===== src/rtl/cirq_pkg.sv =====
package cirq_pkg;
  typedef enum logic [2:0] {
    ST_IDLE, ST_W2, ST_W3, ST_W4, ST_RUN
  } cfg_st_e;

  function automatic logic is_start(input logic a, input logic [7:0] d);
    return !a && d[4];
  endfunction

  function automatic logic is_cmd(input logic a, input logic [7:0] d);
    return !a && !d[4] && !d[3];
  endfunction

  function automatic logic is_sel(input logic a, input logic [7:0] d);
    return !a && !d[4] && d[3];
  endfunction
endpackage


===== src/rtl/cirq_cfg.sv =====
module cirq_cfg
  import cirq_pkg::*;
#(
  parameter int DATA_W  = 8,
  parameter int N_LINES = 8,
  localparam int IDX_W  = $clog2(N_LINES)
) (
  input  logic               clk,
  input  logic               rst,
  input  logic               wr_en,
  input  logic               addr,
  input  logic [DATA_W-1:0]  wdata,
  output logic               cfg_done,
  output logic               start_pulse,
  output logic [DATA_W-1:0]  base,
  output logic [DATA_W-1:0]  word3,
  output logic               level_mode,
  output logic               single,
  output logic               auto_eoi,
  output logic               nest_casc,
  output logic [N_LINES-1:0] mask,
  output logic               rd_isr,
  output logic               eoi_any,
  output logic               eoi_one,
  output logic [IDX_W-1:0]   eoi_lvl
);
  cfg_st_e st;
  logic    want4;

  assign cfg_done    = (st == ST_RUN);
  assign start_pulse = wr_en && is_start(addr, wdata[7:0]);
  assign eoi_any = wr_en && cfg_done && is_cmd(addr, wdata[7:0]) && (wdata[7:5] == 3'b001);
  assign eoi_one = wr_en && cfg_done && is_cmd(addr, wdata[7:0]) && (wdata[7:5] == 3'b011);
  assign eoi_lvl = wdata[IDX_W-1:0];

  always_ff @(posedge clk) begin
    if (rst) begin
      st         <= ST_IDLE;
      want4      <= 1'b0;
      base       <= '0;
      word3      <= '0;
      level_mode <= 1'b0;
      single     <= 1'b0;
      auto_eoi   <= 1'b0;
      nest_casc  <= 1'b0;
      mask       <= '0;
      rd_isr     <= 1'b0;
    end else if (wr_en) begin
      if (start_pulse) begin
        st         <= ST_W2;
        level_mode <= wdata[3];
        single     <= wdata[1];
        want4      <= wdata[0];
        mask       <= '0;
        auto_eoi   <= 1'b0;
        nest_casc  <= 1'b0;
        rd_isr     <= 1'b0;
        word3      <= '0;
      end else if (addr) begin
        unique case (st)
          ST_W2: begin
            base <= wdata;
            if (!single)    st <= ST_W3;
            else if (want4) st <= ST_W4;
            else            st <= ST_RUN;
          end
          ST_W3: begin
            word3 <= wdata;
            st    <= want4 ? ST_W4 : ST_RUN;
          end
          ST_W4: begin
            auto_eoi  <= wdata[1];
            nest_casc <= wdata[4];
            st        <= ST_RUN;
          end
          ST_RUN:  mask <= wdata[N_LINES-1:0];
          default: ;
        endcase
      end else if (is_sel(addr, wdata[7:0]) && cfg_done && wdata[1]) begin
        rd_isr <= wdata[0];
      end
    end
  end
endmodule


===== src/rtl/cirq_resolve.sv =====
module cirq_resolve #(
  parameter int N_LINES = 8,
  localparam int IDX_W  = $clog2(N_LINES)
) (
  input  logic [N_LINES-1:0] irr,
  input  logic [N_LINES-1:0] isr,
  input  logic [N_LINES-1:0] mask,
  input  logic [N_LINES-1:0] casc,
  input  logic               nest_casc,
  output logic               found,
  output logic [IDX_W-1:0]   win,
  output logic [N_LINES-1:0] isr_top
);
  logic [N_LINES:0]   above;
  logic [N_LINES-1:0] elig;

  assign above[0] = 1'b0;
  for (genvar i = 0; i < N_LINES; i++) begin : g_lvl
    assign above[i+1]  = above[i] | isr[i];
    assign elig[i]     = irr[i] & ~mask[i] & ~above[i] & (~isr[i] | (nest_casc & casc[i]));
    assign isr_top[i]  = isr[i] & ~above[i];
  end

  always_comb begin
    win   = '0;
    found = 1'b0;
    for (int i = N_LINES - 1; i >= 0; i--) begin
      if (elig[i]) begin
        win   = IDX_W'(i);
        found = 1'b1;
      end
    end
  end
endmodule


===== src/rtl/cascade_irq_ctrl.sv =====
module cascade_irq_ctrl #(
  parameter int DATA_W  = 8,
  parameter int N_LINES = 8,
  localparam int IDX_W  = $clog2(N_LINES)
) (
  input  logic               clk,
  input  logic               rst,
  input  logic               wr_en,
  input  logic               rd_en,
  input  logic               addr,
  input  logic [DATA_W-1:0]  wdata,
  output logic [DATA_W-1:0]  rdata,
  input  logic [N_LINES-1:0] irq_in,
  input  logic               inta,
  input  logic               slave_sel,
  input  logic [IDX_W-1:0]   cas_in,
  output logic [IDX_W-1:0]   cas_out,
  output logic               int_out,
  output logic               vec_valid,
  output logic [DATA_W-1:0]  vec_out
);
  logic               cfg_done, start_pulse, level_mode, single, auto_eoi, nest_casc;
  logic               rd_isr, eoi_any, eoi_one;
  logic [IDX_W-1:0]   eoi_lvl;
  logic [DATA_W-1:0]  base, word3;
  logic [N_LINES-1:0] mask;

  logic [N_LINES-1:0] irq_prev, irr_q, isr_q, casc, isr_top, taken, isr_set, isr_clr;
  logic               found, ack_phase, win_ok_q, win_cas_q;
  logic [IDX_W-1:0]   win, win_q;
  logic               act_master, slave_hit, ack1, ack2, take1, take2;

  function automatic logic [N_LINES-1:0] to_oh(input logic [IDX_W-1:0] k);
    logic [N_LINES-1:0] r;
    r    = '0;
    r[k] = 1'b1;
    return r;
  endfunction

  cirq_cfg #(.DATA_W(DATA_W), .N_LINES(N_LINES)) u_cfg (
    .clk(clk), .rst(rst), .wr_en(wr_en), .addr(addr), .wdata(wdata),
    .cfg_done(cfg_done), .start_pulse(start_pulse), .base(base), .word3(word3),
    .level_mode(level_mode), .single(single), .auto_eoi(auto_eoi),
    .nest_casc(nest_casc), .mask(mask), .rd_isr(rd_isr),
    .eoi_any(eoi_any), .eoi_one(eoi_one), .eoi_lvl(eoi_lvl)
  );

  assign act_master = !slave_sel || single;
  assign casc       = act_master && !single ? word3[N_LINES-1:0] : '0;
  assign slave_hit  = !act_master && (cas_in == word3[IDX_W-1:0]);

  cirq_resolve #(.N_LINES(N_LINES)) u_res (
    .irr(irr_q), .isr(isr_q), .mask(mask), .casc(casc), .nest_casc(nest_casc),
    .found(found), .win(win), .isr_top(isr_top)
  );

  assign ack1  = inta && !ack_phase && cfg_done;
  assign ack2  = inta && ack_phase;
  assign take1 = ack1 && act_master && found;
  assign take2 = ack2 && slave_hit && found;
  assign taken = (take1 || take2) ? to_oh(win) : '0;

  always_comb begin
    isr_set = '0;
    if (take1 || (take2 && !auto_eoi)) isr_set = to_oh(win);
    isr_clr = '0;
    if (eoi_any) isr_clr = isr_clr | isr_top;
    if (eoi_one) isr_clr = isr_clr | to_oh(eoi_lvl);
    if (ack2 && act_master && auto_eoi && win_ok_q) isr_clr = isr_clr | to_oh(win_q);
  end

  for (genvar i = 0; i < N_LINES; i++) begin : g_req
    always_ff @(posedge clk) begin
      if (rst || start_pulse) begin
        irr_q[i] <= 1'b0;
      end else if (level_mode) begin
        irr_q[i] <= irq_in[i];
      end else begin
        irr_q[i] <= (irq_in[i] & ~irq_prev[i]) | (irr_q[i] & ~taken[i]);
      end
    end
  end

  always_ff @(posedge clk) begin
    if (rst) begin
      irq_prev  <= '0;
      isr_q     <= '0;
      ack_phase <= 1'b0;
      win_q     <= '0;
      win_ok_q  <= 1'b0;
      win_cas_q <= 1'b0;
      cas_out   <= '0;
      int_out   <= 1'b0;
      vec_valid <= 1'b0;
      vec_out   <= '0;
      rdata     <= '0;
    end else begin
      irq_prev  <= irq_in;
      isr_q     <= start_pulse ? '0 : ((isr_q & ~isr_clr) | isr_set);
      int_out   <= found && cfg_done && !start_pulse;
      vec_valid <= 1'b0;
      if (start_pulse) begin
        ack_phase <= 1'b0;
        cas_out   <= '0;
      end else if (ack1) begin
        ack_phase <= 1'b1;
        win_q     <= win;
        win_ok_q  <= found;
        win_cas_q <= found && casc[win];
        if (act_master && found && casc[win]) cas_out <= win;
      end else if (ack2) begin
        ack_phase <= 1'b0;
        cas_out   <= '0;
        if (act_master && !win_cas_q) begin
          vec_valid <= 1'b1;
          vec_out   <= {base[DATA_W-1:IDX_W], win_ok_q ? win_q : {IDX_W{1'b1}}};
        end else if (slave_hit) begin
          vec_valid <= 1'b1;
          vec_out   <= {base[DATA_W-1:IDX_W], found ? win : {IDX_W{1'b1}}};
        end
      end
      if (rd_en) begin
        rdata <= '0;
        if (addr)        rdata[N_LINES-1:0] <= mask;
        else if (rd_isr) rdata[N_LINES-1:0] <= isr_q;
        else             rdata[N_LINES-1:0] <= irr_q;
      end
    end
  end
endmodule


===== config.mk =====
export PLATFORM = sky130hd
export DESIGN_NAME = cascade_irq_ctrl
export DESIGN_NICKNAME = d
export VERILOG_FILES = /design/src/rtl/cirq_pkg.sv /design/src/rtl/cirq_cfg.sv /design/src/rtl/cirq_resolve.sv /design/src/rtl/cascade_irq_ctrl.sv
export SDC_FILE = /design/constraint.sdc
export NUM_CORES = 1
export LEC_CHECK = 0
export BUFFER_PORTS_ARGS = -buffer_cell sky130_fd_sc_hd__buf_2
export CAP_MARGIN = 20
export CORE_MARGIN = 3
export CORE_UTILIZATION = 53
export DETAILED_ROUTE_END_ITERATION = 12
export HOLD_SLACK_MARGIN = 0.03
export PLACE_DENSITY = 0.76
export SLEW_MARGIN = 20
export SYNTH_ARGS = -nofsm -noshare
export SYNTH_HDL_FRONTEND = slang
export SYNTH_SLANG_ARGS = --single-unit

===== constraint.sdc =====
create_clock -name clk -period 2.5 [get_ports clk]
set_input_delay 0.125 -clock clk [delete_from_list [all_inputs] [get_ports clk]]
set_output_delay 0.125 -clock clk [all_outputs]
set_load 0.1 [all_outputs]

==> reports/results.tsv, run 1 <==
stage	metric	value	unit
floorplan	die_h	93.4	um
route	wl_per_cell	17.5	um
synthesis	synth_top_area_share	40.0	%
floorplan	core_area	7330	um^2
synthesis	synth-async-reset-ratio	0	%
sta	slew_headroom	56.4	%
sta	final_hold_viol_count	0	
placed_design	port_buffers	46	
floorplan	row_count	31	
sta	drv_slew	0	
layout	area_growth	22.1	%
global_route	grt_usage	28.0	%
synthesis	ys.flop_type	dfxtp_1	
route	drt_iter0_drc	226	
sta	rsz0062_at_grt	yes	
setup_path	worstSetupStartpoint	u_cfg.nest_casc	
route	routed_wl	11.6	mm
sta	timing.final.ws_setup	82.1	ps
layout	drive_gt1_share	22.9	%
synthesis	synth_nets	502	
layout	nets	585	
synthesis	synth.distinct_cells	63	
synthesis	synth_top_area_cell	dfxtp_1	
setup_path	critPathTopFamily	compound AO/OA/AOI/OAI gates	
global_route	grt_pass1_vias	3652	
synthesis	synth_edf_count	0	
cts	cts-buffers-inserted	9	
job	drv_cap	0	
setup_path	path_class	register to register	
layout	fin_area	4950	um^2
placed_design	gp_congestion	0.906	
pwr	finalPower	2.74	mW
setup_path	required	2780	ps
cts	clk_pin_slew	90	ps
route	drc_errors	0	
sta	min_period	2420	ps
global_route	grt_max_degree	49	
layout	layout_commonest_cell	dfxtp_1	
synthesis	syn_avg_cell_area	8.51	um^2
setup_path	worstSetupEndpointType	register	
floorplan	io_pins	47	
setup_path	worstPathCellList	nor4bb_2, o2111ai_2, and2_1, a21o_1, a221oi_2, a22oi_2, nand4_4, mux2i_1	
cts	cts-root-buf	clkbuf_8	
synthesis	syn_inst	476	
global_route	antenna_found_initial	1	
sta	fin_crit_sh	96.7	%
floorplan	start_util	55.3	%
synthesis	syn_area	4050	um^2
placed_design	hpwl	8.76	mm
cts	cts_max_level	3	
cts	clk_path_buf_depth	2	
pwr	powerDensity	554	nW/um^2
sta	skew	12.0	ps
setup_path	critical_path_buf_inv_count	0	
floorplan	dieArea	8730	um^2
global_route	grt_pass1_wl	18.8	mm
sta	setup_violations	0	
sta	timing.hold.ws	57.1	ps
pwr	peakVddDrop	0.000340	V
layout	n_antenna_cell	0	
pwr	leakage	1.99	nW
synthesis	netlist_top_cells_area	dfxtp_1 (40%), mux2i_1 (11%), nor2_1 (6.1%)	
route	ant_nets	0	
min_path	hold_path.class	primary input to register	
cts	clock-sinks	81	
sta	fmax	414	MHz
synthesis	yosys_register_bits	81	
placed_design	place_area	4590	um^2
layout	layout_common_cells	dfxtp_1 (80), nor2_1 (65), buf_2 (46)	
setup_path	slowest_stage	dfxtp_1	
floorplan	die_x	93.4	um
route	vias_per_cell	5.86	
route	dr_total_vias	3883	
sta	worst_pin_slew	650	ps
setup_path	crit_arrival	2700	ps
setup_path	r2r_start	u_cfg.nest_casc	
cts	tritoncts	done	
setup_path	critPathLaunchType	register	
cts	clk_latency	360	ps
sta	timing.setup.tns	0	ps
synthesis	ys_warn_count	0	
setup_path	crit_fanout	8	
run_status	status	finished clean	
placed_design	dp_slack	-73.6	ps
setup_path	max_stage_delay	440	ps
global_route	grt-ovfl-total	0	
synthesis	yosysSeqAreaShare	40.0	%
route	drtPass1Iterations	5	
min_path	min_from	inta	
worst min-delay path, delay by kind of cell:
kind / cells / cell delay (ps)
buf+inv: 1 / 100
simple gates: 1 / 100
compound gates: 1 / 60
per-stage QoR:
stage | std cells | utilization [%]
after global routing | 663 | 67.5
after detailed placement | 638 | 62.6
after CTS | 662 | 66.7
final | 663 | 67.5
after floorplan | 476 | -
after global placement | 638 | 62.6
repair_timing:
| item | 4_1_cts | 5_1_grt |
|---|---|---|
| setup endpoints to repair | 3 | 15 |
| hold buffers | 8 | 0 |
| buffers inserted | 0 | 1 |
| gates resized for setup | 4 | 9 |
| pin swaps | 2 | 4 |
| hold endpoints to repair | 11 | 0 |
flip-flops by register name (all words and copies together), names as in the netlist, 3 cells and up:
signal / flops
u_cfg.base: 5
u_cfg.word3: 8
irq_prev: 8
cas_out: 3
win_q: 3
u_cfg.mask: 8
irr_q: 8
vec_out: 8
isr_q: 8
rdata: 8
u_cfg.st: 3
cell type report:
| cell class | count | area, um^2 |
|---|---|---|
| Clock inverter | 7 | 77.6 |
| Tap cell | 99 | 124 |
| Timing Repair Buffer | 91 | 588 |
| Sequential cell | 81 | 1620 |
| Fill cell | 612 | 2380 |
| Multi-Input combinational cell | 354 | 2330 |
| Clock buffer | 9 | 124 |
| Inverter | 22 | 82.6 |
cell usage after synthesis, types with 7 or more instances:
master	n
inv_1	20
a21oi_1	37
o21ai_0	23
clkbuf_1	16
nor3_1	7
nand2_1	34
nor2_1	66
nand2b_1	11
dfxtp_1	81
nor2b_1	17
nand3_1	22
mux2i_1	44
logic make-up (layout without fill, tap and decap cells):
family	count (synthesis)	count (layout)	share of synthesized area, %
and+or+nand+nor	195	195	24.8
AOI/OAI and AO/OA	112	112	19.5
DFF	81	81	40.0
muxes	44	44	10.9
buffers and inverters	41	129	4.17
xor gates and xnor gates	3	3	0.648
power breakdown:
group	switching [mW]	internal, mW
Clock	0.512	0.470
Combinational	0.248	0.166
Sequential	0.0259	1.32
worst paths after layout:
| path | endpoint | cells after the start | slack [ps] |
|---|---|---|---|
| worst min-delay path | ack_phase | 3 | 60 |
| worst max-delay path | cas_out[0] | 8 | 80 |
| worst max register to register | cas_out[0] | 8 | 80 |
| worst min register to register | win_cas_q | 2 | 460 |
metal layers:
metal  GRT usage, %  routed length [um]
met1           37.3                5200
met2           45.0                5460
met3           5.39                 780
met4           9.89                 189
met5              0                   6
Note: power is estimated with default switching activity, not from simulation.
==> inputs of run 2 (changes only) <==
RECOVER_POWER = 25   (was not set)
==> run 2 against run 1 <==
  * Via count hardly changed
  * Clock skew is 0.83 ps higher
  * Routed wire length up 0.96%
  * Critical path type unchanged
  * Highest routed layer unchanged
==> reports/results.tsv, run 2 (synthesis results as in run 1) <==
stage	metric	value	unit
run_status	status	finished clean	
global_route	grt_pass1_vias	3652	
min_path	min_from	inta	
floorplan	dieArea	8730	um^2
placed_design	place_area	4590	um^2
setup_path	rr_worst_depth	9	
cts	tritoncts	done	
pwr	leakage	1.93	nW
setup_path	crit_arrival	2710	ps
pwr	internal_power	1.95	mW
route	ant_nets	0	
cts	clk_pin_slew	90	ps
sta	rsz0062_at_grt	yes	
route	dr_wl_met2	5.52	mm
cts	cts_max_level	3	
pwr	powerDensity	557	nW/um^2
placed_design	dp_slack	-73.6	ps
floorplan	core_area	7330	um^2
sta	setup_violations	0	
route	routed_wl	11.7	mm
placed_design	gp_congestion	0.906	
floorplan	io_pins	47	
floorplan	start_util	55.3	%
setup_path	worstSetupEndpointType	register	
layout	nets	585	
route	wl_met1	5.17	mm
route	drt_iter0_drc	217	
route	drc_errors	0	
cts	cts-root-buf	clkbuf_8	
cts	clk_latency	360	ps
sta	drv_slew	0	
placed_design	hpwl	8.76	mm
global_route	grt_usage	28.0	%
floorplan	row_count	31	
sta	slew_headroom	22.2	%
layout	final_core_util	67.2	%
pwr	combPwrFrac	15.1	%
layout	layout_commonest_cell	dfxtp_1	
pwr	p_sw_share	28.8	%
route	dr_wl_met3	843	um
setup_path	r2r_start	isr_q[2]	
route	dr_total_vias	3881	
pwr	peakVddDrop	0.000341	V
setup_path	critPathLaunchType	register	
layout	area_growth	21.5	%
global_route	grt_max_degree	49	
setup_path	crit_fanout	8	
setup_path	rr_endpoint	cas_out[0]	
sta	final_hold_viol_count	0	
min_path	hold_path.class	primary input to register	
layout	fin_area	4920	um^2
layout	n_antenna_cell	0	
sta	fin_crit_sh	97.1	%
setup_path	path_class	register to register	
pwr	power.switching	0.790	mW
layout	drive_gt1_share	19.9	%
sta	skew	12.8	ps
min_path	whs_endpoint	ack_phase	
layout	layout_common_cells	dfxtp_1 (80), nor2_1 (65), mux2i_1 (44)	
sta	fmax	412	MHz
pwr	clkPwrFrac	35.9	%
placed_design	port_buffers	46	
sta	timing.final.ws_setup	73.6	ps
global_route	grt-ovfl-total	0	
cts	clk_path_buf_depth	2	
route	drtPass1Iterations	5	
sta	worst_pin_slew	1170	ps
cts	cts-buffers-inserted	9	
route	wl_per_cell	17.7	um
sta	min_period	2430	ps
pwr	seqPwrFrac	49.0	%
min_path	min_path_cells	3	
global_route	antenna_found_initial	1	
job	drv_cap	0	
cts	clock-sinks	81	
floorplan	die_h	93.4	um
setup_path	required	2780	ps
floorplan	die_x	93.4	um
global_route	grt_pass1_wl	18.8	mm
sta	timing.hold.ws	56.9	ps
setup_path	r2r_slack	70	ps
route	top_layer	met5	
route	vias_per_cell	5.85	
-- run 2: cell types whose count changed in the layout (fill, tap and decap cells not counted), sizes merged --
cell / delta
buf: -17
clkbuf: +17
-- run 2: metrics by stage --
stage,power (mW),TNS (ps),std cells
4_1_cts,2.74,0,662
3_5_place_dp,1.76,-195,638
5_1_grt,2.83,-129,663
6_report,2.74,0,663
2_1_floorplan,1.61,0,476
3_3_place_gp,1.75,0,638
-- run 2: repair_timing --
| action | CTS | global route |
|---|---|---|
| buffers inserted | 0 | 1 |
| hold endpoints to repair | 11 | 0 |
| pin swaps | 2 | 4 |
| hold buffers | 8 | 0 |
| setup endpoints to repair | 3 | 15 |
| resized for setup | 4 | 9 |
-- run 2: routing by layer --
metal	GRT usage (%)	vias to the layer above
met2	45.0	149
met4	9.89	2
met5	0	-
li1	-	1871
met3	5.39	21
met1	37.3	1838
-- run 2: worst max-delay path by stage --
stage / startpoint / endpoint / slack [ps] / cells past startpoint
finish: isr_q[2] / cas_out[0] / 70 / 9
floorplan: isr_q[2] / cas_out[0] / 70 / 8
CTS: isr_q[2] / cas_out[0] / 20 / 10
global placement: isr_q[2] / cas_out[1] / 80 / 8
global route: u_cfg.nest_casc / cas_out[0] / -70 / 8
detailed placement: u_cfg.single / cas_out[2] / -70 / 8
-- run 2: power groups by stage --
stage,Sequential [mW],Clock [mW],Combinational [mW]
after CTS,1.34,0.998,0.395
after detailed placement,1.37,0,0.383
after floorplan,1.39,0,0.217
after global placement,1.37,0,0.376
final,1.34,0.984,0.414
after global routing,1.35,1.04,0.447
-- run 2: layout make-up --
class,instances,area [um^2]
clock buffers,9,124
clock inverters,7,77.6
fillers,624,2410
inverters,22,82.6
multi-input cells,354,2330
flip-flops and latches,81,1620
well taps,99,124
repair buffers,91,564
-- run 2: worst max-delay path, stage by stage (launching register included) --
cell,delay [ps]
dfxtp_1,330
or3_4,400
or3_4,370
o311ai_4,280
a31oi_4,130
buf_4,190
a221oi_2,220
a22oi_2,120
nand4_4,130
mux2i_1,190
